File: src/rtl/phy_pwr_pkg.sv
package phy_pwr_pkg;

   typedef enum logic [2:0] {
      SEQ_OFF  = 3'd0,
      SEQ_CLK  = 3'd1,
      SEQ_LVEN = 3'd2,
      SEQ_LANE = 3'd3,
      SEQ_WAIT = 3'd4,
      SEQ_ON   = 3'd5
   } seq_state_e;

   typedef enum logic [1:0] {
      CMD_NONE = 2'd0,
      CMD_UP   = 2'd1,
      CMD_DOWN = 2'd2
   } seq_cmd_e;

   typedef struct packed {
      logic pll_pd;
      logic lane_pd;
      logic lvds_en;
      logic refclk_en;
   } pwr_ctl_t;

   localparam pwr_ctl_t PWR_SAFE = '{pll_pd: 1'b1, lane_pd: 1'b1,
                                     lvds_en: 1'b0, refclk_en: 1'b0};

endpackage

File: src/rtl/phy_lock_timer.sv
module phy_lock_timer #(
   parameter int POLL_TICKS    = 10,
   parameter int TIMEOUT_TICKS = 1000
) (
   input  logic clk,
   input  logic rst_n,
   input  logic run,
   input  logic us_tick,
   output logic sample_stb,
   output logic expired_stb
);
   localparam int EW = (TIMEOUT_TICKS > 1) ? $clog2(TIMEOUT_TICKS) : 1;

   logic [EW-1:0] elapsed_q;
   logic          tick_en;

   assign tick_en = run && us_tick;

   // elapsed microseconds inside the current wait
   always_ff @(posedge clk or negedge rst_n) begin
      if (!rst_n)       elapsed_q <= '0;
      else if (!run)    elapsed_q <= '0;
      else if (tick_en) elapsed_q <= elapsed_q + 1'b1;
   end

   assign expired_stb = tick_en && (elapsed_q == EW'(TIMEOUT_TICKS - 1));

   generate
      if (POLL_TICKS == 1) begin : g_every_tick
         assign sample_stb = tick_en;
      end else begin : g_poll_div
         localparam int PW = $clog2(POLL_TICKS);
         logic [PW-1:0] poll_q;
         logic          poll_last;

         assign poll_last = (poll_q == PW'(POLL_TICKS - 1));

         always_ff @(posedge clk or negedge rst_n) begin
            if (!rst_n)       poll_q <= '0;
            else if (!run)    poll_q <= '0;
            else if (tick_en) poll_q <= poll_last ? '0 : poll_q + 1'b1;
         end

         assign sample_stb = tick_en && poll_last;
      end
   endgenerate


   expire_on_sample_chk: assert property (@(posedge clk) disable iff (!rst_n)
      expired_stb |-> sample_stb)
      else $error("timeout fired between lock samples");

endmodule

File: src/rtl/phy_req_gate.sv
module phy_req_gate
   import phy_pwr_pkg::*;
(
   input  logic     on_req,
   input  logic     off_req,
   input  logic     init_req,
   input  logic     at_off,
   input  logic     at_on,
   output seq_cmd_e cmd
);
   logic idle;
   assign idle = at_off || at_on;

   // power-down wins over power-up; nothing is taken while busy
   always_comb begin
      cmd = CMD_NONE;
      if (idle && (off_req || init_req)) cmd = CMD_DOWN;
      else if (at_off && on_req)         cmd = CMD_UP;
   end

endmodule

File: src/rtl/phy_pwr_fsm.sv
module phy_pwr_fsm
   import phy_pwr_pkg::*;
(
   input  logic     clk,
   input  logic     rst_n,
   input  seq_cmd_e cmd,
   input  logic     mode_lvds,
   input  logic     slave_en,
   input  logic     pll_lock,
   input  logic     sample_stb,
   input  logic     expired_stb,
   output pwr_ctl_t ctl,
   output logic     done,
   output logic     err,
   output logic     timer_run,
   output logic     at_off,
   output logic     at_on
);
   seq_state_e state_q;
   pwr_ctl_t   ctl_q;
   logic       done_q, err_q, lvds_q, slave_q;

   always_ff @(posedge clk or negedge rst_n) begin
      if (!rst_n) begin
         state_q <= SEQ_OFF;
         ctl_q   <= PWR_SAFE;
         done_q  <= 1'b0;
         err_q   <= 1'b0;
         lvds_q  <= 1'b0;
         slave_q <= 1'b0;
      end else begin
         done_q <= 1'b0;
         unique case (state_q)
            SEQ_OFF, SEQ_ON: begin
               if (cmd == CMD_DOWN) begin
                  ctl_q   <= PWR_SAFE;
                  state_q <= SEQ_OFF;
                  done_q  <= 1'b1;
               end else if (cmd == CMD_UP) begin
                  lvds_q          <= mode_lvds;
                  slave_q         <= slave_en;
                  err_q           <= 1'b0;
                  ctl_q.refclk_en <= 1'b1;
                  state_q         <= SEQ_CLK;
               end
            end
            SEQ_CLK: begin
               if (lvds_q) begin
                  ctl_q.lvds_en <= 1'b1;
                  state_q       <= SEQ_LVEN;
               end else begin
                  ctl_q.pll_pd <= 1'b0;
                  state_q      <= SEQ_WAIT;
               end
            end
            SEQ_LVEN: begin
               ctl_q.lane_pd <= 1'b0;
               state_q       <= SEQ_LANE;
            end
            SEQ_LANE: begin
               ctl_q.pll_pd <= 1'b0;
               if (slave_q) begin
                  state_q <= SEQ_ON;
                  done_q  <= 1'b1;
               end else begin
                  state_q <= SEQ_WAIT;
               end
            end
            SEQ_WAIT: begin
               if (sample_stb && pll_lock) begin
                  if (!lvds_q) ctl_q.lane_pd <= 1'b0;
                  state_q <= SEQ_ON;
                  done_q  <= 1'b1;
               end else if (expired_stb) begin
                  ctl_q   <= PWR_SAFE;
                  err_q   <= 1'b1;
                  state_q <= SEQ_OFF;
               end
            end
            default: begin
               ctl_q   <= PWR_SAFE;
               state_q <= SEQ_OFF;
            end
         endcase
      end
   end

   assign ctl       = ctl_q;
   assign done      = done_q;
   assign err       = err_q;
   assign timer_run = (state_q == SEQ_WAIT);
   assign at_off    = (state_q == SEQ_OFF);
   assign at_on     = (state_q == SEQ_ON);


   refclk_first_chk: assert property (@(posedge clk) disable iff (!rst_n)
      (!ctl_q.pll_pd || !ctl_q.lane_pd || ctl_q.lvds_en) |-> ctl_q.refclk_en)
      else $error("power released without reference clock");


   dphy_order_chk: assert property (@(posedge clk) disable iff (!rst_n)
      ($fell(ctl_q.lane_pd) && !lvds_q) |-> !$past(ctl_q.pll_pd))
      else $error("lanes released before PLL in D-PHY mode");


   lvds_order_chk: assert property (@(posedge clk) disable iff (!rst_n)
      ($fell(ctl_q.pll_pd) && lvds_q) |-> (!$past(ctl_q.lane_pd) && ctl_q.lvds_en))
      else $error("PLL released before lanes in LVDS mode");


   slave_nowait_chk: assert property (@(posedge clk) disable iff (!rst_n)
      ($fell(ctl_q.pll_pd) && lvds_q && slave_q) |-> done_q)
      else $error("slave sequence did not finish with PLL release");


   err_safe_chk: assert property (@(posedge clk) disable iff (!rst_n)
      $rose(err_q) |-> (ctl_q == PWR_SAFE && !done_q))
      else $error("error raised with power still applied");


   dphy_no_lvds_chk: assert property (@(posedge clk) disable iff (!rst_n)
      !lvds_q |-> !ctl_q.lvds_en)
      else $error("LVDS enable set in D-PHY mode");

endmodule

File: src/rtl/phy_pwr_seq.sv
module phy_pwr_seq
   import phy_pwr_pkg::*;
#(
   parameter int POLL_TICKS    = 10,
   parameter int TIMEOUT_TICKS = 1000
) (
   input  logic clk,
   input  logic rst_n,
   input  logic on_req,
   input  logic off_req,
   input  logic init_req,
   input  logic mode_lvds,
   input  logic slave_en,
   input  logic pll_lock,
   input  logic us_tick,
   output logic pll_pwrdn,
   output logic lane_pwrdn,
   output logic lvds_en,
   output logic refclk_en,
   output logic seq_done,
   output logic seq_err
);
   initial begin
      poll_param_chk: assert (POLL_TICKS >= 1)
         else $error("POLL_TICKS must be at least 1");
      window_param_chk: assert (TIMEOUT_TICKS >= POLL_TICKS
                                && (TIMEOUT_TICKS % POLL_TICKS) == 0)
         else $error("TIMEOUT_TICKS must be a multiple of POLL_TICKS");
   end

   seq_cmd_e cmd;
   pwr_ctl_t ctl;
   logic     timer_run, sample_stb, expired_stb, at_off, at_on;

   phy_req_gate u_gate (
      .on_req   (on_req),
      .off_req  (off_req),
      .init_req (init_req),
      .at_off   (at_off),
      .at_on    (at_on),
      .cmd      (cmd)
   );

   phy_lock_timer #(
      .POLL_TICKS    (POLL_TICKS),
      .TIMEOUT_TICKS (TIMEOUT_TICKS)
   ) u_timer (
      .clk         (clk),
      .rst_n       (rst_n),
      .run         (timer_run),
      .us_tick     (us_tick),
      .sample_stb  (sample_stb),
      .expired_stb (expired_stb)
   );

   phy_pwr_fsm u_fsm (
      .clk         (clk),
      .rst_n       (rst_n),
      .cmd         (cmd),
      .mode_lvds   (mode_lvds),
      .slave_en    (slave_en),
      .pll_lock    (pll_lock),
      .sample_stb  (sample_stb),
      .expired_stb (expired_stb),
      .ctl         (ctl),
      .done        (seq_done),
      .err         (seq_err),
      .timer_run   (timer_run),
      .at_off      (at_off),
      .at_on       (at_on)
   );

   assign pll_pwrdn  = ctl.pll_pd;
   assign lane_pwrdn = ctl.lane_pd;
   assign lvds_en    = ctl.lvds_en;
   assign refclk_en  = ctl.refclk_en;

endmodule

File: config.mk
export PLATFORM = sky130hd
export DESIGN_NAME = phy_pwr_seq
export DESIGN_NICKNAME = d
export VERILOG_FILES = /design/src/rtl/phy_pwr_pkg.sv /design/src/rtl/phy_lock_timer.sv /design/src/rtl/phy_req_gate.sv /design/src/rtl/phy_pwr_fsm.sv /design/src/rtl/phy_pwr_seq.sv
export SDC_FILE = /design/constraint.sdc
export NUM_CORES = 1
export LEC_CHECK = 0
export BUFFER_PORTS_ARGS = -buffer_cell sky130_fd_sc_hd__clkbuf_2
export CAP_MARGIN = 30
export CORE_MARGIN = 8
export CORE_UTILIZATION = 50
export DETAILED_ROUTE_END_ITERATION = 8
export HOLD_SLACK_MARGIN = 0.08
export PLACE_DENSITY = 0.7
export SETUP_SLACK_MARGIN = 0.3
export SLEW_MARGIN = 20
export SYNTH_ARGS = -nofsm -noshare
export SYNTH_HDL_FRONTEND = slang
export SYNTH_SLANG_ARGS = --single-unit
File: constraint.sdc
create_clock -name clk -period 2.57 [get_ports clk]
set_input_delay 0.1285 -clock clk [delete_from_list [all_inputs] [get_ports clk]]
set_output_delay 0.1285 -clock clk [all_outputs]
set_load 0.02 [all_outputs]
# Yosys cells after proc, flatten, opt, wreduce, memory -nomap -nowiden
# Cells that the tools add are included.
[totals]
reg_bits = 25
latchBits = 0
ram_bits = 0
mem_bits_ro = 0
mem_count = 0
[classes]
n_addsub = 2
mul = 0
n_div = 0
n_lt_le_gt_ge = 0
eq_ne = 20
n_shift = 0
mux = 36
n_bitwise = 5
n_reduce_logical = 21
[ops]
columns = ["op", "n"]
rows = [
  ["$mux W10", 2],
  ["$mux W3", 6],
  ["$mux W4", 4],
  ["$mux W1", 15],
  ["$pmux W3 S5", 1],
  ["$reduce_and A5 Y1", 3],
  ["$add A10 B1 Y10 const B", 1],
  ["$eq A10 B10 Y1 const B", 1],
  ["$ne A2 B2 Y1 const B", 5],
  ["$pmux W1 S4", 2],
  ["$reduce_and A4 Y1", 2],
  ["$eq A3 B2 Y1 const B", 2],
  ["$eq A3 B3 Y1 const B", 2],
  ["$logic_and A1 B1 Y1", 6],
  ["$ne A2 B1 Y1 const B", 3],
  ["$pmux W1 S3", 2],
  ["$reduce_or A2 Y1", 3],
  ["$not A1 Y1", 5],
  ["$pmux W1 S5", 1],
  ["$add A4 B1 Y4 const B", 1],
  ["$eq A4 B4 Y1 const B", 1],
  ["$mux W2", 2],
  ["$eq A3 B1 Y1 const B", 1],
  ["$logic_not A3 Y1", 1],
  ["other kinds (11)", 12],
]

# Depth between registers and ports, before layout
[logic_depth]
depth_word = 8
depth_mapped = 8
ltp_nobuf = 7

# By module
# From an unflattened synthesis, not the netlist that was laid out.
[unflattened]
cells_unflattened = 155
hier_area_um2 = 1483.9
[modules_own_cells]
columns = ["module", "n_inst", "cells_each", "area_each_um2", "seq_area_each_um2"]
rows = [
  ["phy_lock_timer", 1, 76, 744.5, 350.3],
  ["phy_pwr_fsm", 1, 77, 716.9, 277.8],
  ["phy_req_gate", 1, 2, 22.5, 0.0],
]

# Worst setup path before layout
# OpenSTA, ideal clock, no wires.
[synth_path]
path_type = "register to register"
start = "reg u_timer.g_poll_div.poll_q[0]"
end = "reg u_fsm.ctl[0] (netlist name)"
setup_time_ps = 118
arrival_ps = 1582
required_ps = 2452
setup_slack_ps = 870
stages_incl_launch_ff = 8
path_buffers = 1
path_cell_list = "dfrtp_1 > ha_1 > and3b_1 > buf_6 > and3_4 > o311ai_4 > nand2_2 > a21o_1"
[synth_between]
elab_chain_len = 5
[synth_lines]
columns = ["element", "line", "source"]
rows = [
  ["from (decl)", "phy_lock_timer.sv:33", "logic [PW-1:0] poll_q;"],
  ["from (signal assigned)", "phy_lock_timer.sv:41", "else if (tick_en) poll_q <= poll_last ? '0 : poll_q + 1'b1;"],
  ["$eq A4 B4 Y1", "phy_lock_timer.sv:36", "assign poll_last = (poll_q == PW'(POLL_TICKS - 1));"],
  ["$logic_and A1 B1 Y1", "phy_lock_timer.sv:44", "assign sample_stb = tick_en && poll_last;"],
  ["$logic_and A1 B1 Y1", "phy_pwr_fsm.sv:70", "if (sample_stb && pll_lock) begin"],
  ["$ne A2 B2 Y1 (no source line)", "n/a", ""],
  ["$reduce_and A4 Y1 (no source line)", "n/a", ""],
]
# Every way passes these cells.
# A chain may end at the register's enable or synchronous reset.

# Final worst setup path
[layout_path]
start = "reg u_timer.g_poll_div.poll_q[0]"
end = "reg u_fsm.ctl[0] (netlist name)"
[layout_between]
elab_chain_len = 5
[layout_lines]
columns = ["element", "line"]
rows = [
  ["$eq A4 B4 Y1", "phy_lock_timer.sv:36"],
  ["$logic_and A1 B1 Y1", "phy_lock_timer.sv:44"],
  ["$logic_and A1 B1 Y1", "phy_pwr_fsm.sv:70"],
  ["$ne A2 B2 Y1 (no source line)", "n/a"],
  ["$reduce_and A4 Y1 (no source line)", "n/a"],
]
# Every way passes these cells.

==> results.md <==
- Outcome: finished clean
- R2R Setup Slk: 780 ps
- Largest net degree at the start of global routing: 26
- #FFs+latches synth: 25
- Flop pwr share: 0.478
- First-pass GRT wire length: 4.685 mm
- Net count after synthesis: 153
- Post-cts sizing count: 0
- Leakage power: 0.6576 nW
- H-tree levels: 1
- Logic gate share of total power: 0.373
- Critical Path End Type: flop
- Area growth, synth to finish: 10.21%
- CTS Buf Count: 3
- YS warnings: 0
- Die height: 67.21 µm
- Hold_buf cts: 3
- Vias per inst: 5.398
- Cell Int Power: 0.0007230 W
- Place WS: 805.4 ps
- Vias in the first global route: 1100
- CTS sink cnt: 25
- Post-synth EDFFs: 0
- Clk_lat worst skew: 320 ps
- Crit-path max FO: 6
- Clock network fraction of design power: 0.149
- CP startpoint kind: flop
- RSZ-0062 raised after global routing: no
- # Max-Cap Violations: 0
- Site row count: 18
- Post-synthesis cell count: 141
- P_sw: 0.0004875 W
- Post-DRT Antenna Nets: 0
- CTS tree: yes
- Vias post-DR: 1004
- Io pins: 15
- Max-slew violation count: 0
- Die area: 0.004517 mm²
- Switching share of power: 0.4027
- Worst r2r dst: u_fsm.ctl[0]
- Critical setup path kind: reg2reg
- Crit path cell chain: ha_1, and3b_1, and3_4, o311ai_4, nand2_2, a21o_1
- Number of port buffers: 14
- Total GRT Usage: 0.1307
- Ant. Diodes: 0
- Mean area per synthesized cell: 9.300 µm²
- Dpl hpwl: 1.917 mm
- Final setup fails: 0
- # nets final: 169
- Ys async rst share: 1.000
- DR iter-0 viols: 50
- Grt ovf: 0
- Share of cells above drive strength 1: 0.1603
- Worst vdd ir: 0.4628 mV
- Final hold vios: 0
- Die Wd: 67.21 µm
- Post-route setup slack: 784.1 ps
- Slew HR: 0.5766
- Crit-path max cell delay: 470 ps
- Root Driver: clkbuf_4
- Starting Density: 0.5293
- Sequential element share of the synthesized area: 0.4790
- Final period util: 0.6949
- Max clock buf depth: 2
- Core Area: 0.002477 mm²
- Hold Startpoint: pll_lock
- Slowest library cell on the worst path: dfrtp_1
- Pwr Density: 837.6 mW/mm²
- Worst EP arrival: 2010 ps
- Fillers: 235
- Initial antenna violation count: 0
- Synth cell types: 35
- Worst min-delay path class: in2reg
- RD Place Congestion: 0.8182
- Reg clk slew, reported paths: 140 ps
- Detailed Routing Iterations Pass 1: 4
- Worst hold stages: 4
- Worst Hold Path EP: u_fsm.ctl[1]
- Primary FF master, synth: dfrtp_1
- FF-to-FF path depth: 6
- Post-Syn Area: 0.001311 mm²
- Worst Tran Pin Value: 635.0 ps
- R2r startpoint: u_timer.g_poll_div.poll_q[0]
- Setup bufs post-CTS: 0
- Req. time, crit path: 2800 ps
- Final setup TNS: 0 ps
- F_max: 559.9 MHz
- DRC viols: 0
- Min Tclk post-route: 1786 ps
- Routed WL: 2.610 mm
- WL/cell: 14.03 µm
- Setup Skew: 4.358 ps
==> cells in the mapped netlist, drive strengths merged, types with 2 or more instances <==
cell type  count  share of area
nand4          3          0.014
nor3           3          0.011
inv            4          0.011
o21ai         10          0.038
ha             3          0.029
dfrtp         23           0.44
mux2i          3          0.023
clkbuf         2         0.0057
a21o           2          0.011
nor2          24          0.069
and3           4          0.023
dfstp          2          0.040
xor2           5          0.033
xnor2          3          0.020
a21oi         10          0.038
or3            3          0.014
nand2         14          0.042
buf            4          0.020
nand3          7          0.027
==> layout make-up <==
type,count,area (µm²),area share
well taps,30,37.54,0.02597
clock buffers,3,22.52,0.01558
inverters,4,15.01,0.01039
flip-flops and latches,25,628.1,0.4346
repair buffers,17,100.1,0.06926
multi-input cells,106,634.4,0.4390
clock inverters,1,7.507,0.005195
==> sequential cells by signal, indices dropped and copies added (netlist names) <==
signal,count
u_fsm.ctl,4
u_fsm.lvds_q,1
u_timer.elapsed_q,10
u_timer.g_poll_div.poll_q,4
u_fsm.err,1
u_fsm.slave_q,1
u_fsm.done,1
u_fsm.state_q,3
==> how the worst max path moves through the flow <==
stage,start,endpoint,slack [ps],depth (start not counted)
floorplan,u_timer.g_poll_div.poll_q[0],u_fsm.ctl[0],870,7
CTS,u_timer.g_poll_div.poll_q[0],u_fsm.ctl[0],790,6
finish,u_timer.g_poll_div.poll_q[0],u_fsm.ctl[0],780,6
detailed placement,u_timer.g_poll_div.poll_q[0],u_fsm.ctl[0],810,6
global placement,u_timer.g_poll_div.poll_q[0],u_fsm.ctl[0],870,6
global route,u_timer.g_poll_div.poll_q[0],u_fsm.ctl[0],700,6
==> placed cells by master, fill, tap and decap left out, types with 5 or more instances in the layout <==
cell,count
clkbuf_2,14
nand2_1,13
nand3_1,7
a21oi_1,10
dfrtp_1,23
xor2_1,5
o21ai_0,10
nor2_1,24
==> worst max-delay path: cells and delay by family (launching register included) <==
family / cells / cell delay (ps)
fa+ha+maj: 1 / 240
flops: 1 / 470
simple gates: 3 / 560
compound gates: 2 / 430
==> metal layers <==
metal | routed length (µm) | global-route usage | part of all wire
met1 | 1110 | 0.1444 | 0.43
met3 | 85 | 0.02483 | 0.033
met4 | 13 | 0.04961 | 0.0050
met2 | 1400 | 0.2413 | 0.54
met5 | 0 | 0 | 0
==> cells by family (layout without fill, tap and decap cells) <==
logic type | Yosys count | in the layout | share of synthesized area
multiplexers | 4 | 4 | 0.03149
AO/OA/AOI/OAI | 28 | 28 | 0.1384
XOR/XNOR | 8 | 8 | 0.05344
AND/OR/NAND/NOR | 63 | 63 | 0.2319
adder cells (fa/ha/maj) | 3 | 3 | 0.02863
buffers and inverters | 10 | 25 | 0.03721
flip-flops | 25 | 25 | 0.4790
==> power by group through the flow <==
stage	registers, W	logic [W]	clock network [W]
after floorplan	0.000587	0.000336	0
after global placement	0.000581	0.000444	0
after detailed placement	0.000586	0.000454	0
after CTS	0.000578	0.000460	0.000188
after global routing	0.000593	0.000513	0.000206
final	0.000579	0.000452	0.000180
==> metrics by stage <==
step	std cells	area (µm²)	util	total power, W	hold slack, ps
global route	186	1445	0.5833	0.001312	191.5
floorplan	141	1311	-	0.0009228	-167.1
global placement	179	1385	0.5591	0.001025	165.0
finish	186	1445	0.5833	0.001211	199.5
detailed placement	179	1385	0.5591	0.001040	174.2
CTS	186	1445	0.5833	0.001226	183.2
Note: power is estimated with default switching activity, not from simulation.
